===== config.mk =====
export PLATFORM = sky130hd
export DESIGN_NAME = cfg_serial_regbank
export DESIGN_NICKNAME = d
export VERILOG_FILES = /design/src/rtl/cfg_serial_regbank.sv
export SDC_FILE = /design/constraint.sdc
export NUM_CORES = 1
export LEC_CHECK = 0
export BUFFER_PORTS_ARGS = -buffer_cell sky130_fd_sc_hd__buf_2
export CORE_ASPECT_RATIO = 2
export CORE_UTILIZATION = 52
export CTS_CLUSTER_SIZE = 10
export DETAILED_ROUTE_END_ITERATION = 10
export PLACE_DENSITY = 0.8
export SLEW_MARGIN = 40
export SYNTH_ARGS = -nofsm -noshare
export SYNTH_HDL_FRONTEND = slang
export SYNTH_SLANG_ARGS = --single-unit

===== constraint.sdc =====
create_clock -name clk -period 3.36 [get_ports clk]
set_input_delay 0.672 -clock clk [delete_from_list [all_inputs] [get_ports clk]]
set_output_delay 0.672 -clock clk [all_outputs]
set_load 0.005 [all_outputs]

===== src/rtl/cfg_serial_regbank.sv =====
module cfg_serial_regbank #(
  parameter logic [7:0] CHIP_ID     = 8'hA5,
  parameter logic [1:0] SPEED_GRADE = 2'b10,
  parameter int         ADDR_W      = 13
) (
  input  logic       clk,
  input  logic       rst_n,
  input  logic       csb_n,
  input  logic       sclk,
  input  logic       sdi,
  input  logic       pdwn_pin,
  output logic       sdo,
  output logic       sdo_oe,
  output logic       lsb_first,
  output logic [1:0] pwr_mode,
  output logic       dcs_en
);
  localparam int IW = 3 + ADDR_W;
  localparam logic [ADDR_W-1:0] A_PORT = ADDR_W'(8'h00);
  localparam logic [ADDR_W-1:0] A_ID   = ADDR_W'(8'h01);
  localparam logic [ADDR_W-1:0] A_GRD  = ADDR_W'(8'h02);
  localparam logic [ADDR_W-1:0] A_MODE = ADDR_W'(8'h08);
  localparam logic [ADDR_W-1:0] A_CLK  = ADDR_W'(8'h09);
  localparam logic [ADDR_W-1:0] A_XFER = ADDR_W'(8'hFF);
  localparam logic [7:0] MODE_MASK = 8'h27;
  localparam logic [7:0] CLK_MASK  = 8'h01;
  localparam logic [1:0] PM_NORM = 2'd0, PM_FULL = 2'd1, PM_STBY = 2'd2;

  logic [2:0] sclk_s;
  logic [1:0] csb_s, sdi_s;
  logic [IW-1:0] shreg;
  logic [3:0] cnt;
  logic in_instr, done, rw;
  logic [1:0] wcnt, nbytes;
  logic [ADDR_W-1:0] addr;
  logic [7:0] rd_byte;
  logic lsb_q, xfer_q;
  logic [7:0] modes_m, clk_m, modes_s, clk_sr;

  function automatic logic [IW-1:0] rev_w(input logic [IW-1:0] v);
    for (int i = 0; i < IW; i++) rev_w[i] = v[IW-1-i];
  endfunction
  function automatic logic [7:0] rev_b(input logic [7:0] v);
    for (int i = 0; i < 8; i++) rev_b[i] = v[7-i];
  endfunction

  always_ff @(posedge clk or negedge rst_n)
    if (!rst_n) begin
      sclk_s <= '0; csb_s <= 2'b11; sdi_s <= '0;
    end else begin
      sclk_s <= {sclk_s[1:0], sclk};
      csb_s  <= {csb_s[0], csb_n};
      sdi_s  <= {sdi_s[0], sdi};
    end

  wire active = !csb_s[1];
  wire rise   = active && sclk_s[1] && !sclk_s[2];
  wire [IW-1:0] sh_next = {shreg[IW-2:0], sdi_s[1]};
  wire [IW-1:0] instr   = lsb_q ? rev_w(sh_next) : sh_next;
  wire [7:0] dbyte      = lsb_q ? rev_b(sh_next[7:0]) : sh_next[7:0];
  wire byte_end = rise && !in_instr && !done && cnt == 4'd7;
  wire wr_en    = byte_end && !rw;
  wire srst     = wr_en && addr == A_PORT && (dbyte[5] || dbyte[2]);
  wire [ADDR_W-1:0] addr_nx = lsb_q ? addr + 1'b1 : addr - 1'b1;

  function automatic logic [7:0] rd_mux(input logic [ADDR_W-1:0] a);
    case (a)
      A_PORT:  rd_mux = {1'b0, lsb_q, 1'b0, 2'b11, 1'b0, lsb_q, 1'b0};
      A_ID:    rd_mux = CHIP_ID;
      A_GRD:   rd_mux = {3'b000, SPEED_GRADE, 3'b000};
      A_MODE:  rd_mux = modes_m;
      A_CLK:   rd_mux = clk_m;
      A_XFER:  rd_mux = {7'd0, xfer_q};
      default: rd_mux = 8'h00;
    endcase
  endfunction

  always_ff @(posedge clk or negedge rst_n)
    if (!rst_n) begin
      shreg <= '0; cnt <= '0; in_instr <= 1'b1; done <= 1'b0; rw <= 1'b0;
      wcnt <= '0; nbytes <= '0; addr <= '0; rd_byte <= '0;
    end else if (!active) begin
      cnt <= '0; in_instr <= 1'b1; done <= 1'b0; nbytes <= '0;
    end else if (rise && in_instr) begin
      shreg <= sh_next;
      cnt   <= cnt + 1'b1;
      if (cnt == 4'(IW - 1)) begin
        in_instr <= 1'b0;
        cnt      <= '0;
        rw       <= instr[IW-1];
        wcnt     <= instr[IW-2:IW-3];
        addr     <= instr[ADDR_W-1:0];
        rd_byte  <= rd_mux(instr[ADDR_W-1:0]);
      end
    end else if (rise && !done) begin
      shreg <= sh_next;
      cnt   <= cnt + 1'b1;
      if (cnt == 4'd7) begin
        cnt     <= '0;
        nbytes  <= nbytes + 1'b1;
        addr    <= addr_nx;
        rd_byte <= rd_mux(addr_nx);
        if (wcnt != 2'b11 && nbytes == wcnt) done <= 1'b1;
      end
    end

  always_ff @(posedge clk or negedge rst_n)
    if (!rst_n) begin
      lsb_q <= 1'b0; xfer_q <= 1'b0;
      modes_m <= 8'h00; clk_m <= 8'h01; modes_s <= 8'h00; clk_sr <= 8'h01;
    end else if (srst) begin
      lsb_q <= 1'b0; xfer_q <= 1'b0;
      modes_m <= 8'h00; clk_m <= 8'h01; modes_s <= 8'h00; clk_sr <= 8'h01;
    end else begin
      if (xfer_q) begin
        modes_s <= modes_m;
        clk_sr  <= clk_m;
        xfer_q  <= 1'b0;
      end
      if (wr_en)
        case (addr)
          A_PORT: lsb_q   <= dbyte[6] || dbyte[1];
          A_MODE: modes_m <= dbyte & MODE_MASK;
          A_CLK:  clk_m   <= dbyte & CLK_MASK;
          A_XFER: xfer_q  <= dbyte[0];
          default: ;
        endcase
    end

  wire [2:0] bsel = lsb_q ? cnt[2:0] : 3'd7 - cnt[2:0];
  assign sdo_oe    = active && !in_instr && rw && !done;
  assign sdo       = sdo_oe && rd_byte[bsel];
  assign lsb_first = lsb_q;
  assign dcs_en    = clk_sr[0];

  always_comb
    if (pdwn_pin)
      pwr_mode = modes_s[5] ? PM_STBY : PM_FULL;
    else
      case (modes_s[2:0])
        3'b001:  pwr_mode = PM_FULL;
        3'b010:  pwr_mode = PM_STBY;
        default: pwr_mode = PM_NORM;
      endcase

  AST_XFER_SELF_CLEAR: assert property (@(posedge clk) disable iff (!rst_n)
    xfer_q |=> !xfer_q);
  AST_LIVE_HOLD: assert property (@(posedge clk) disable iff (!rst_n)
    (!xfer_q && !srst) |=> $stable({modes_s, clk_sr}));
  AST_RESERVED_ZERO: assert property (@(posedge clk) disable iff (!rst_n)
    ((modes_m & ~MODE_MASK) == 8'h00) && ((clk_sr & ~CLK_MASK) == 8'h00));
  AST_PIN_OVERRIDE: assert property (@(posedge clk) disable iff (!rst_n)
    pdwn_pin |-> pwr_mode != PM_NORM);
  AST_SRST_DEFAULTS: assert property (@(posedge clk) disable iff (!rst_n)
    srst |=> (!lsb_first && modes_s == 8'h00 && dcs_en));
endmodule


Word-level counts from Yosys, hierarchy flattened --
Cells that the tools add are included.
Storage, ports and cells: flip-flop bits (word level) 79, logic and storage cells 147
Cells by class: add/sub/neg operators 5, order comparisons 1, eq/ne operators 21, mux-type cells 54, bitwise gates (word level) 1, reductions and logical operators 47
Operators by type and width (count):
- 8-bit case mux with 6 select lines | 2
- 8-bit 2-to-1 mux | 10
- 13-bit by 4-bit == test with 1-bit output, second input constant | 6
- 13-bit 2-to-1 mux | 5
- 13-bit by 8-bit == test with 1-bit output, second input constant | 3
- 13-bit logical NOT | 3
- 15-bit 2-to-1 mux | 2
- 13-bit by 1-bit == test with 1-bit output, second input constant | 2
- 13-bit by 2-bit == test with 1-bit output, second input constant | 2
- 2-bit nonzero test | 12
- 4-bit 2-to-1 mux | 5
- 1-bit 2-to-1 mux | 17
- 16-bit 2-to-1 mux | 1
- 1-bit logical AND | 15
- 13-bit by 1-bit adder with 13-bit output, second input constant | 1
- 13-bit by 1-bit subtractor with 13-bit output, second input constant | 1
- 2-bit 2-to-1 mux | 6
- 6-bit 2-to-1 mux | 2
- 2-bit AND reduction | 5
- 4-bit AND reduction | 2
- 7-bit 2-to-1 mux | 1
- 3-bit AND reduction | 2
- 1-bit logical NOT | 5
- 4-bit by 1-bit adder with 4-bit output, second input constant | 1
- 16 further kinds | 18

Logic depth before layout (Yosys ltp) --
Gate-level depths: netlist of the first run.
depth after elaboration 11, gate-level depth with buffers 11

Least setup slack after synthesis of the first run --
No wires, ideal clock.
path kind flip-flop to flip-flop, start point reg lsb_q (netlist: lsb_first), end point reg rd_byte[6], library setup time 92 ps, arrival time 3128 ps, setup slack 140 ps, stages on the path, launching flop included 12, buffers on the path 2, period minus slack after synthesis 3220 ps, cell sequence dfrtp_1 -> clkbuf_1 -> inv_1 -> ha_1 -> buf_6 -> a21o_1 -> o21bai_2 -> nor3b_1 -> or3_4 -> a2111oi_4 -> nand4_4 -> o31ai_2
On the way: longest elaborated chain between the ends 6
Ends and longest elaborated chain:
- from (decl) | line 37 | logic lsb_q, xfer_q;
- from (signal assigned) | line 122 | A_PORT: lsb_q <= dbyte[6] || dbyte[1];
- 13-bit 2-to-1 mux | line 64 | wire [ADDR_W-1:0] addr_nx = lsb_q ? addr + 1'b1 : addr - 1'b1;
- 13-bit by 8-bit == test with 1-bit output (tied with other cells) | line 67 | case (a)
- 8-bit case mux with 6 select lines | line 67
- 8-bit 2-to-1 mux | line 98 | if (cnt == 4'd7) begin
- 8-bit 2-to-1 mux | line 95 | end else if (rise && !done) begin
- 8-bit 2-to-1 mux (*) | line 84 | end else if (rise && in_instr) begin
- to (signal assigned) | line 93 | rd_byte <= rd_mux(instr[ADDR_W-1:0]);
- to (signal assigned) | line 102 | rd_byte <= rd_mux(addr_nx);
- to (decl) | line 36 | logic [7:0] rd_byte;
Mark *: on every way between the ends. The rest lies on a longest branch, timed or not. The select of a mux whose other input is x is not followed. A chain may end at the register's enable or synchronous reset.

Worst setup path after layout of the first run --
Ends and elaborated chain as after synthesis.

==> results of run 1 <==
==> metal layers <==
| metal | wire length, microns | up-vias |
|---|---|---|
| li1 | - | 1733 |
| met1 | 4140 | 1810 |
| met2 | 6110 | 134 |
| met3 | 415 | 56 |
| met4 | 733 | 0 |
| met5 | 0 | - |
==> power breakdown <==
part / switching (mW) / internal [mW]
registers: 0.104 / 0.855
clock network: 0.334 / 0.686
logic: 0.212 / 0.113
total: 0.649 / 1.65
==> worst min path at each step <==
stage          startpoint   endpoint  slack, ps  cells after the start
3_3_place_gp     sdi_s[0]   sdi_s[1]        330                      0
3_5_place_dp     sdi_s[0]   sdi_s[1]        340                      0
2_1_floorplan   sclk_s[0]  sclk_s[1]        330                      0
5_1_grt             rst_n   shreg[5]        250                      1
6_report            rst_n   shreg[5]        230                      1
4_1_cts             rst_n  sclk_s[0]        240                      1
==> worst reg2reg max path, stage by stage (launching register included) <==
cell                         delay, ps
sky130_fd_sc_hd__dfrtp_1           380
sky130_fd_sc_hd__clkinvlp_4        250
sky130_fd_sc_hd__buf_4             240
sky130_fd_sc_hd__ha_1              350
sky130_fd_sc_hd__a21o_1            230
sky130_fd_sc_hd__a221o_1           370
sky130_fd_sc_hd__or3_4             350
sky130_fd_sc_hd__a2111oi_4         460
sky130_fd_sc_hd__nand4_4           190
sky130_fd_sc_hd__o31ai_2           250
==> kinds of logic after synthesis <==
logic type / synth area share [%]
DFF: 39.5
AOI/OAI and AO/OA: 20.1
xor gates and xnor gates: 3.13
adders and majority gates: 5.24
muxes: 6.82
and+or+nand+nor: 21.8
buffers and inverters: 3.39
==> synth_stat cells, types with 3 or more instances <==
cell                       count
sky130_fd_sc_hd__a211oi_1      3
sky130_fd_sc_hd__a21o_1       10
sky130_fd_sc_hd__a21oi_1      27
sky130_fd_sc_hd__a221oi_1      4
sky130_fd_sc_hd__a22oi_1       5
sky130_fd_sc_hd__a31oi_1       7
sky130_fd_sc_hd__and2_1        5
sky130_fd_sc_hd__and3_1        4
sky130_fd_sc_hd__clkbuf_1     16
sky130_fd_sc_hd__dfrtp_1      61
sky130_fd_sc_hd__dfstp_2       5
sky130_fd_sc_hd__ha_1         16
sky130_fd_sc_hd__inv_1        10
sky130_fd_sc_hd__mux2_2        5
sky130_fd_sc_hd__mux2i_1      23
sky130_fd_sc_hd__nand2_1      79
sky130_fd_sc_hd__nand3_1      13
sky130_fd_sc_hd__nor2_1       46
sky130_fd_sc_hd__nor2b_1       5
sky130_fd_sc_hd__nor3_1       10
sky130_fd_sc_hd__nor3b_1       3
sky130_fd_sc_hd__nor4_1        5
sky130_fd_sc_hd__nor4b_1       3
sky130_fd_sc_hd__o211ai_1      3
sky130_fd_sc_hd__o21ai_0      46
sky130_fd_sc_hd__o31ai_1       5
sky130_fd_sc_hd__xnor2_1       9
sky130_fd_sc_hd__xor2_1        6
==> placed cells by master, fill, tap and decap left out, types with 3 or more instances in the layout <==
| cell type | count |
|---|---|
| sky130_fd_sc_hd__nand2_1 | 79 |
| sky130_fd_sc_hd__dfrtp_1 | 61 |
| sky130_fd_sc_hd__nor2_1 | 46 |
| sky130_fd_sc_hd__o21ai_0 | 46 |
| sky130_fd_sc_hd__a21oi_1 | 27 |
| sky130_fd_sc_hd__mux2i_1 | 23 |
| sky130_fd_sc_hd__ha_1 | 16 |
| sky130_fd_sc_hd__nand3_1 | 13 |
| sky130_fd_sc_hd__buf_4 | 12 |
| sky130_fd_sc_hd__buf_2 | 11 |
| sky130_fd_sc_hd__nor3_1 | 10 |
| sky130_fd_sc_hd__a21o_1 | 10 |
| sky130_fd_sc_hd__inv_1 | 9 |
| sky130_fd_sc_hd__xnor2_1 | 9 |
| sky130_fd_sc_hd__clkbuf_16 | 9 |
| sky130_fd_sc_hd__a31oi_1 | 6 |
| sky130_fd_sc_hd__xor2_1 | 6 |
| sky130_fd_sc_hd__nor4_1 | 5 |
| sky130_fd_sc_hd__mux2_2 | 5 |
| sky130_fd_sc_hd__and2_1 | 5 |
| sky130_fd_sc_hd__nor2b_1 | 5 |
| sky130_fd_sc_hd__o31ai_1 | 5 |
| sky130_fd_sc_hd__a22oi_1 | 5 |
| sky130_fd_sc_hd__dfstp_2 | 5 |
| sky130_fd_sc_hd__a221oi_1 | 4 |
| sky130_fd_sc_hd__and3_1 | 4 |
| sky130_fd_sc_hd__nor4b_1 | 3 |
| sky130_fd_sc_hd__nor3b_1 | 3 |
| sky130_fd_sc_hd__o211ai_1 | 3 |
| sky130_fd_sc_hd__a211oi_1 | 3 |
==> timing repair <==
| item | CTS | global route |
|---|---|---|
| buffers inserted | 0 | 4 |
| gates resized for setup | 0 | 1 |
| endpoints found under the setup margin | 0 | 7 |
==> state kept, by name (all words and copies together) (netlist names), 3 cells and up <==
register,flops
sclk_s,3
rd_byte,8
addr,13
shreg,15
modes_m,4
cnt,4
modes_s,4
==> layout make-up <==
class / instances / share of cell area, %
Clock buffer: 13 / 5.54
Clock inverter: 2 / 1.28
Inverter: 10 / 0.878
Multi-Input combinational cell: 376 / 51.4
Sequential cell: 66 / 35.3
Tap cell: 96 / 2.56
Timing Repair Buffer: 23 / 3.09
==> per-stage QoR <==
stage	util [%]	power (mW)	cell area, sq um
floorplan	-	1.15	4200
global placement	55.0	1.27	4340
detailed placement	55.1	1.28	4350
CTS	59.2	2.30	4670
global route	59.6	2.38	4700
finish	59.6	2.30	4700
==> results_dict.tcl, run 1 <==
set metrics [dict create \
    detail_route.first_pass.iterations 5 \
    netlist_instances 475 \
    place_worst_setup_slack_ps 59.7 \
    setup_slack_ps 187 \
    vias 3733 \
    cts_tree "done" \
    final-seq-area_sq_um 1660 \
    vias_per_cell 6.37 \
    timing.critical_path.slowest_cell_delay_ps 460 \
    synthToLayoutAreaGrowth_pct 11.9 \
    grt_setup_unrepaired "false" \
    netlist.area_leader.share_pct 36.3 \
    post-dp-hpwl_mm 8.28 \
    grt.met3_usage_pct 4.40 \
    setup_viol 0 \
    drive_gt1_share_pct 12.7 \
    ys_dominant_reg_cell "sky130_fd_sc_hd__dfrtp_1" \
    antenna_left 0 \
    fp.dieH_microns 129 \
    first_global_vias 3680 \
    timing.critical_path.depth 9 \
    grt_max_degree 53 \
    count_of_standard_cell_rows 46 \
    critical_path.startpoint_type "flop" \
    final_min_period_over_clock_period_pct 94.4 \
    path_max_fanout 11 \
    worstRegToRegCells 9 \
    worst-r2r-setup-slack_ps 190 \
    post_cts_hold_buffer_count 0 \
    clock_sink_count 66 \
    path_class "reg2reg" \
    multi_input_area_sq_um 2420 \
    r2r-start "lsb_first" \
    route.detailed.drc 0 \
    worstPathCellList "clkinvlp_4, buf_4, ha_1, a21o_1, a221o_1, or3_4, a2111oi_4, nand4_4, o31ai_2" \
    synth.cell_area_sq_um 4200 \
    power_density_nw_per_um2 490 \
    end_kind "flop" \
    initial_core_util_pct 53.3 \
    port-buffer-count 11 \
    final.hold.worst_slack_ps 231 \
    finalSetupTns_ps 0 \
    path_buf_inv 2 \
    clk_pin_slew_worst_paths_ps 50 \
    first_iter_violations 273 \
    crit-reg2reg-capture "rd_byte[6]" \
    yosysSeqAreaShare_pct 39.5 \
    ys_warn_count 0 \
    use_met2_pct 51.4 \
    worst_setup_path_endpoint "rd_byte[6]" \
    core-area_sq_um 7890 \
    postSynthRegisterBits 66 \
    globalRoute.busiestLayer "met2" \
    timing.slew.headroom_pct 42.6 \
    report.final.hold_viol_count 0 \
    timing.critical_path.from "lsb_first" \
    p_leak_nw 2.10 \
    global_route.usage.total_pct 28.6 \
    critical_path_required_ps 3610 \
    async_reset_ff_share_pct 100 \
    routed_wl_mm 11.4 \
    place_congestion 0.943 \
    top_cell_type_by_total_area_after_synthesis "sky130_fd_sc_hd__dfrtp_1" \
    netlist-cell-type-count 61 \
    finish.net_count 509 \
    ctsLongestPathBuffers 2 \
    cp_top_delay_family "compound AO/OA/AOI/OAI gates" \
    max_clock_freq_mhz 315 \
    wire_length_of_the_first_global_routing_pass_mm 18.0 \
    worst_ep_arrival_time_ps 3420 \
    cts_root_buf "sky130_fd_sc_hd__clkbuf_16" \
    clock_insertion_delay_worst_skew_ps 340 \
    status "complete, no violations" \
    final.setup_skew_ps 5.45 \
    diodes 0 \
    min-delay-path-class "in2async" \
    cp_slowest_cell "sky130_fd_sc_hd__a2111oi_4" \
    number_of_enable_flip_flop_cells_after_synthesis 0 \
    worst_slew_pin_slew_ps 849 \
    pin_count 12 \
    dieWidth_microns 65.6 \
    vdd_ir_drop_max_mv 0.288 \
    stdcell_count 586 \
    route.detailed.wl_per_inst_microns 19.5 \
    grt_antenna_before_repair 0 \
    final.fill_count 660 \
    postSynthAreaPerCell_sq_um 8.85 \
    final_slew_viol_count 0 \
    globalRouteMet1Util_pct 28.9 \
    maxCapViolations 0 \
    mappedNetlistNets 498 \
    die_area_sq_um 8470 \
    top_cells_by_area_in_the_synthesized_netlist "sky130_fd_sc_hd__dfrtp_1, sky130_fd_sc_hd__nand2_1, sky130_fd_sc_hd__mux2i_1, sky130_fd_sc_hd__o21ai_0, sky130_fd_sc_hd__ha_1" \
    numCtsBuffers 9 \
    globalRoute.totalOverflow 0 \
    dp.cells 567 \
    final_period_minus_worst_setup_slack_ps 3170 \
    ctsHtreeMaxLevel 3 \
]
Power figures use the tool's default switching activity.
==> run 2, diff against run 1 <==
--- a/config.mk
+++ b/config.mk
@@ -7,10 +7,10 @@
 export LEC_CHECK = 0
 export BUFFER_PORTS_ARGS = -buffer_cell sky130_fd_sc_hd__buf_2
 export CORE_ASPECT_RATIO = 2
-export CORE_UTILIZATION = 52
+export CORE_UTILIZATION = 55
 export CTS_CLUSTER_SIZE = 10
 export DETAILED_ROUTE_END_ITERATION = 10
-export PLACE_DENSITY = 0.8
+export PLACE_DENSITY = 0.84
 export SLEW_MARGIN = 40
 export SYNTH_ARGS = -nofsm -noshare
 export SYNTH_HDL_FRONTEND = slang
==> results_dict.tcl, run 2 (synthesis gave the netlist of run 1 again) <==
set metrics [dict create \
    first_global_vias 3727 \
    post-dp-hpwl_mm 7.98 \
    max_clock_freq_mhz 319 \
    r2r-start "lsb_first" \
    path_max_fanout 13 \
    p_leak_nw 2.07 \
    min-delay-path-class "in2async" \
    vias 3771 \
    cts_tree "done" \
    worst-r2r-setup-slack_ps 220 \
    worstRegToRegCells 9 \
    die_area_sq_um 8010 \
    largest_registers "shreg (15), addr (13), rd_byte (8)" \
    vias_per_cell 6.48 \
    global_route.usage.total_pct 29.8 \
    finish.net_count 508 \
    ctsLongestPathBuffers 2 \
    path_buf_inv 1 \
    registers.top_by_ff_count "shreg" \
    postCtsSetupRepairBufs 0 \
    report.final.hold_viol_count 0 \
    timing.critical_path.slowest_cell_delay_ps 450 \
    diodes 0 \
    flip_flop_count_of_the_largest_register_after_layout 15 \
    grt_max_degree 38 \
    port-buffer-count 11 \
    core-area_sq_um 7320 \
    grt_antenna_before_repair 0 \
    timing.slew.headroom_pct 46.1 \
    synthToLayoutAreaGrowth_pct 10.4 \
    post_cts_hold_buffer_count 0 \
    final_min_period_over_clock_period_pct 93.3 \
    status "complete, no violations" \
    clock_sink_count 66 \
    power_density_nw_per_um2 465 \
    maxCapViolations 0 \
    setup_viol 0 \
    most_common_cell_after_layout_fill_and_taps_aside "sky130_fd_sc_hd__nand2_1" \
    finalSetupTns_ps 0 \
    stdcell_count 582 \
    critical_path.startpoint_type "flop" \
    final_period_minus_worst_setup_slack_ps 3140 \
    layout_common_cells "sky130_fd_sc_hd__nand2_1, sky130_fd_sc_hd__dfrtp_1, sky130_fd_sc_hd__nor2_1, sky130_fd_sc_hd__o21ai_0, sky130_fd_sc_hd__a21oi_1" \
    worstPathCellList "inv_1, ha_1, a21o_1, o21bai_2, nor3b_1, or3_4, a2111oi_4, nand4_4, o31ai_2" \
    first_iter_violations 328 \
    path_class "reg2reg" \
    final_slew_viol_count 0 \
    detail_route.first_pass.iterations 5 \
    wire_length_of_the_first_global_routing_pass_mm 18.3 \
    numCtsBuffers 9 \
    route.detailed.drc 0 \
    dieWidth_microns 63.8 \
    post_cts_sizing 0 \
    count_of_standard_cell_rows 44 \
    dp.cells 566 \
    final.setup_skew_ps 4.70 \
    antenna_left 0 \
    place_congestion 0.963 \
    globalRoute.totalOverflow 0 \
    fin_area_sq_um 4640 \
    cp_slowest_cell "sky130_fd_sc_hd__a2111oi_4" \
    initial_core_util_pct 57.4 \
    grt_setup_unrepaired "false" \
    drive_gt1_share_pct 12.9 \
    crit-reg2reg-capture "rd_byte[6]" \
    total_chip_power_mw 2.16 \
    pin_count 12 \
    worst_slew_pin_slew_ps 800 \
    cp_top_delay_family "compound AO/OA/AOI/OAI gates" \
    fp.dieH_microns 126 \
    worst_ep_arrival_time_ps 3380 \
    vdd_ir_drop_max_mv 0.264 \
    route.detailed.wl_per_inst_microns 19.1 \
    clock_insertion_delay_worst_skew_ps 330 \
    clk_pin_slew_worst_paths_ps 50 \
    critical_path_required_ps 3600 \
    ctsHtreeMaxLevel 3 \
    placedInstanceArea_sq_um 4360 \
    end_kind "flop" \
    cts_root_buf "sky130_fd_sc_hd__clkbuf_16" \
    routed_wl_mm 11.1 \
]
run 2: stage by stage:
stage / hold WS [ps] / setup slack, ps / utilization (%)
after global placement: 334 / 340 / 59.5
after global routing: 326 / 83.2 / 63.3
final: 289 / 224 / 63.3
after floorplan: 331 / 140 / -
after CTS: 351 / 242 / 63.3
after detailed placement: 337 / 256 / 59.5
run 2: cell type report:
cell class	count	area, sq um
fillers	579	2680
multi-input cells	376	2410
flip-flops and latches	66	1660
clock buffers	10	239
repair buffers	22	140
well taps	92	115
clock inverters	6	41.3
inverters	10	37.5
run 2: how the worst max path moves through the flow:
stage          slack, ps  startpoint  cells past startpoint         end
4_1_cts              240   lsb_first                      9  rd_byte[6]
6_report             220   lsb_first                      9  rd_byte[6]
5_1_grt               80   lsb_first                      9  rd_byte[6]
3_3_place_gp         340   lsb_first                      9  rd_byte[6]
2_1_floorplan        140   lsb_first                     11  rd_byte[6]
3_5_place_dp         260   lsb_first                      9  rd_byte[6]
run 2: worst reg2reg max path, delay by kind of cell, from the launching register on:
kind            cells  cell delay, ps
simple gates        3             770
flops               1             370
buf+inv             1             370
compound gates      4            1140
fa+ha+maj           1             410
run 2: power breakdown:
part	internal, mW	switching, mW	total [mW]
Combinational	0.114	0.208	0.321
Sequential	0.855	0.107	0.962
Clock	0.518	0.356	0.874
Total	1.49	0.671	2.16
run 2: metal layers:
metal	GRT usage [%]	share of wire (%)	vias to the layer above
met2	51.4	54	149
met5	0	0	-
met3	5.84	3.9	54
met4	20.5	5.4	0
met1	31.8	37	1843
li1	-	-	1725
==> run 3, diff against run 2 <==
--- a/config.mk
+++ b/config.mk
@@ -10,6 +10,7 @@
 export CORE_UTILIZATION = 55
 export CTS_CLUSTER_SIZE = 10
 export DETAILED_ROUTE_END_ITERATION = 10
+export GPL_TIMING_DRIVEN = 0
 export PLACE_DENSITY = 0.84
 export SLEW_MARGIN = 40
 export SYNTH_ARGS = -nofsm -noshare
==> results_dict.tcl, run 3 (synthesis gave the netlist of run 1 again) <==
set metrics [dict create \
    place_congestion 0.938 \
    p_leak_nw 2.12 \
    placedInstanceArea_sq_um 4400 \
    most_common_cell_after_layout_fill_and_taps_aside "sky130_fd_sc_hd__nand2_1" \
    largest_registers "shreg (15), addr (13), rd_byte (8)" \
    max_clock_freq_mhz 322 \
    ctsHtreeMaxLevel 3 \
    clk_pin_slew_worst_paths_ps 60 \
    fp.dieH_microns 126 \
    critical_path_required_ps 3560 \
    vias_per_cell 6.42 \
    finalSetupTns_ps 0 \
    vias 3830 \
    final_min_period_over_clock_period_pct 92.4 \
    worstRegToRegCells 7 \
    maxCapViolations 0 \
    numCtsBuffers 9 \
    path_max_fanout 6 \
    finish.net_count 523 \
    synthToLayoutAreaGrowth_pct 12.6 \
    globalRoute.totalOverflow 0 \
    power_density_nw_per_um2 460 \
    path_class "reg2reg" \
    first_iter_violations 328 \
    layout_common_cells "sky130_fd_sc_hd__nand2_1, sky130_fd_sc_hd__dfrtp_1, sky130_fd_sc_hd__nor2_1, sky130_fd_sc_hd__o21ai_0, sky130_fd_sc_hd__a21oi_1" \
    clock_insertion_delay_worst_skew_ps 330 \
    die_area_sq_um 8010 \
    route.detailed.drc 0 \
    dieWidth_microns 63.8 \
    core-area_sq_um 7320 \
    vdd_ir_drop_max_mv 0.276 \
    cts_tree "done" \
    setup_viol 0 \
    diodes 0 \
    worst_slew_pin_slew_ps 711 \
    status "complete, no violations" \
    critical_path.startpoint_type "flop" \
    detail_route.first_pass.iterations 7 \
    report.final.hold_viol_count 0 \
    port-buffer-count 11 \
    post-dp-hpwl_mm 8.18 \
    fin_area_sq_um 4730 \
    crit-reg2reg-capture "modes_m[0]" \
    flip_flop_count_of_the_largest_register_after_layout 15 \
    total_chip_power_mw 2.17 \
    wire_length_of_the_first_global_routing_pass_mm 18.2 \
    routed_wl_mm 11.1 \
    final.setup_skew_ps 6.45 \
    first_global_vias 3916 \
    min-delay-path-class "in2async" \
    pin_count 12 \
    antenna_left 0 \
    final_slew_viol_count 0 \
    post_cts_hold_buffer_count 0 \
    r2r-start "in_instr" \
    initial_core_util_pct 57.4 \
    timing.slew.headroom_pct 52.2 \
    global_route.usage.total_pct 30.0 \
    grt_max_degree 41 \
    end_kind "flop" \
    grt_antenna_before_repair 0 \
    clock_sink_count 66 \
    worst_ep_arrival_time_ps 3310 \
    final_period_minus_worst_setup_slack_ps 3100 \
    count_of_standard_cell_rows 44 \
    grt_setup_unrepaired "false" \
    ctsLongestPathBuffers 2 \
    route.detailed.wl_per_inst_microns 18.5 \
    cts_root_buf "sky130_fd_sc_hd__clkbuf_16" \
    worst-r2r-setup-slack_ps 260 \
    drive_gt1_share_pct 12.3 \
    registers.top_by_ff_count "shreg" \
]
## run 3: cell types whose count changed in the layout (fill, tap and decap cells not counted), moves of 2 or more
cell	previous run	this run
sky130_fd_sc_hd__clkbuf_2	0	2
sky130_fd_sc_hd__clkinvlp_4	3	1
sky130_fd_sc_hd__buf_2	10	12
sky130_fd_sc_hd__clkbuf_1	0	17
sky130_fd_sc_hd__buf_4	12	5
sky130_fd_sc_hd__buf_6	0	2
## run 3: area by class of cell
cell class | instances | area (sq um)
clock buffer | 12 | 236
tap | 92 | 115
inverter | 10 | 41.3
fill | 605 | 2590
clock inverter | 4 | 45.0
timing repair buffer | 16 | 108
buffer | 21 | 98.8
sequential | 66 | 1660
multi-input combinational | 376 | 2430
## run 3: layer usage
layer | wire length [microns] | up-vias | track usage [%]
met5 | 0 | - | 0
met4 | 790 | 0 | 24.7
met3 | 473 | 72 | 6.20
met2 | 5880 | 154 | 52.6
met1 | 3920 | 1842 | 29.1
li1 | - | 1762 | -
## run 3: power by group
| part | internal [mW] | switching (mW) |
|---|---|---|
| sequential | 0.855 | 0.0976 |
| combinational | 0.113 | 0.210 |
| clock | 0.570 | 0.328 |
| total | 1.54 | 0.635 |
## run 3: timing repair
| action | CTS | global route |
|---|---|---|
| gates resized for setup | 3 | 2 |
| setup endpoints to repair | 10 | 7 |
| setup buffers | 3 | 1 |
## run 3: how the worst max path moves through the flow
stage,endpoint,start,slack [ps]
after CTS,rd_byte[6],lsb_first,140
after floorplan,rd_byte[6],lsb_first,140
final,modes_m[0],in_instr,260
after global routing,rd_byte[6],lsb_first,190
after detailed placement,rd_byte[6],lsb_first,-330
after global placement,rd_byte[6],lsb_first,-280
## run 3: stage by stage
stage          setup slack (ps)  std cells  hold WS (ps)  utilization [%]
2_1_floorplan               140        475           331                -
5_1_grt                     192        597           266             64.6
3_5_place_dp               -332        579           343             60.1
3_3_place_gp               -276        578           333             59.7
6_report                    255        597           244             64.6
4_1_cts                     139        596           254             64.2
## run 3: worst max-delay path: stages, from the launching register on
cell                      delay (ps)
sky130_fd_sc_hd__dfstp_2         400
sky130_fd_sc_hd__or4_1           550
sky130_fd_sc_hd__nor4_1          560
sky130_fd_sc_hd__nand4_2         430
sky130_fd_sc_hd__nor3_2          410
sky130_fd_sc_hd__o21ai_0         350
sky130_fd_sc_hd__nand3_1         170
sky130_fd_sc_hd__o21ai_0          90
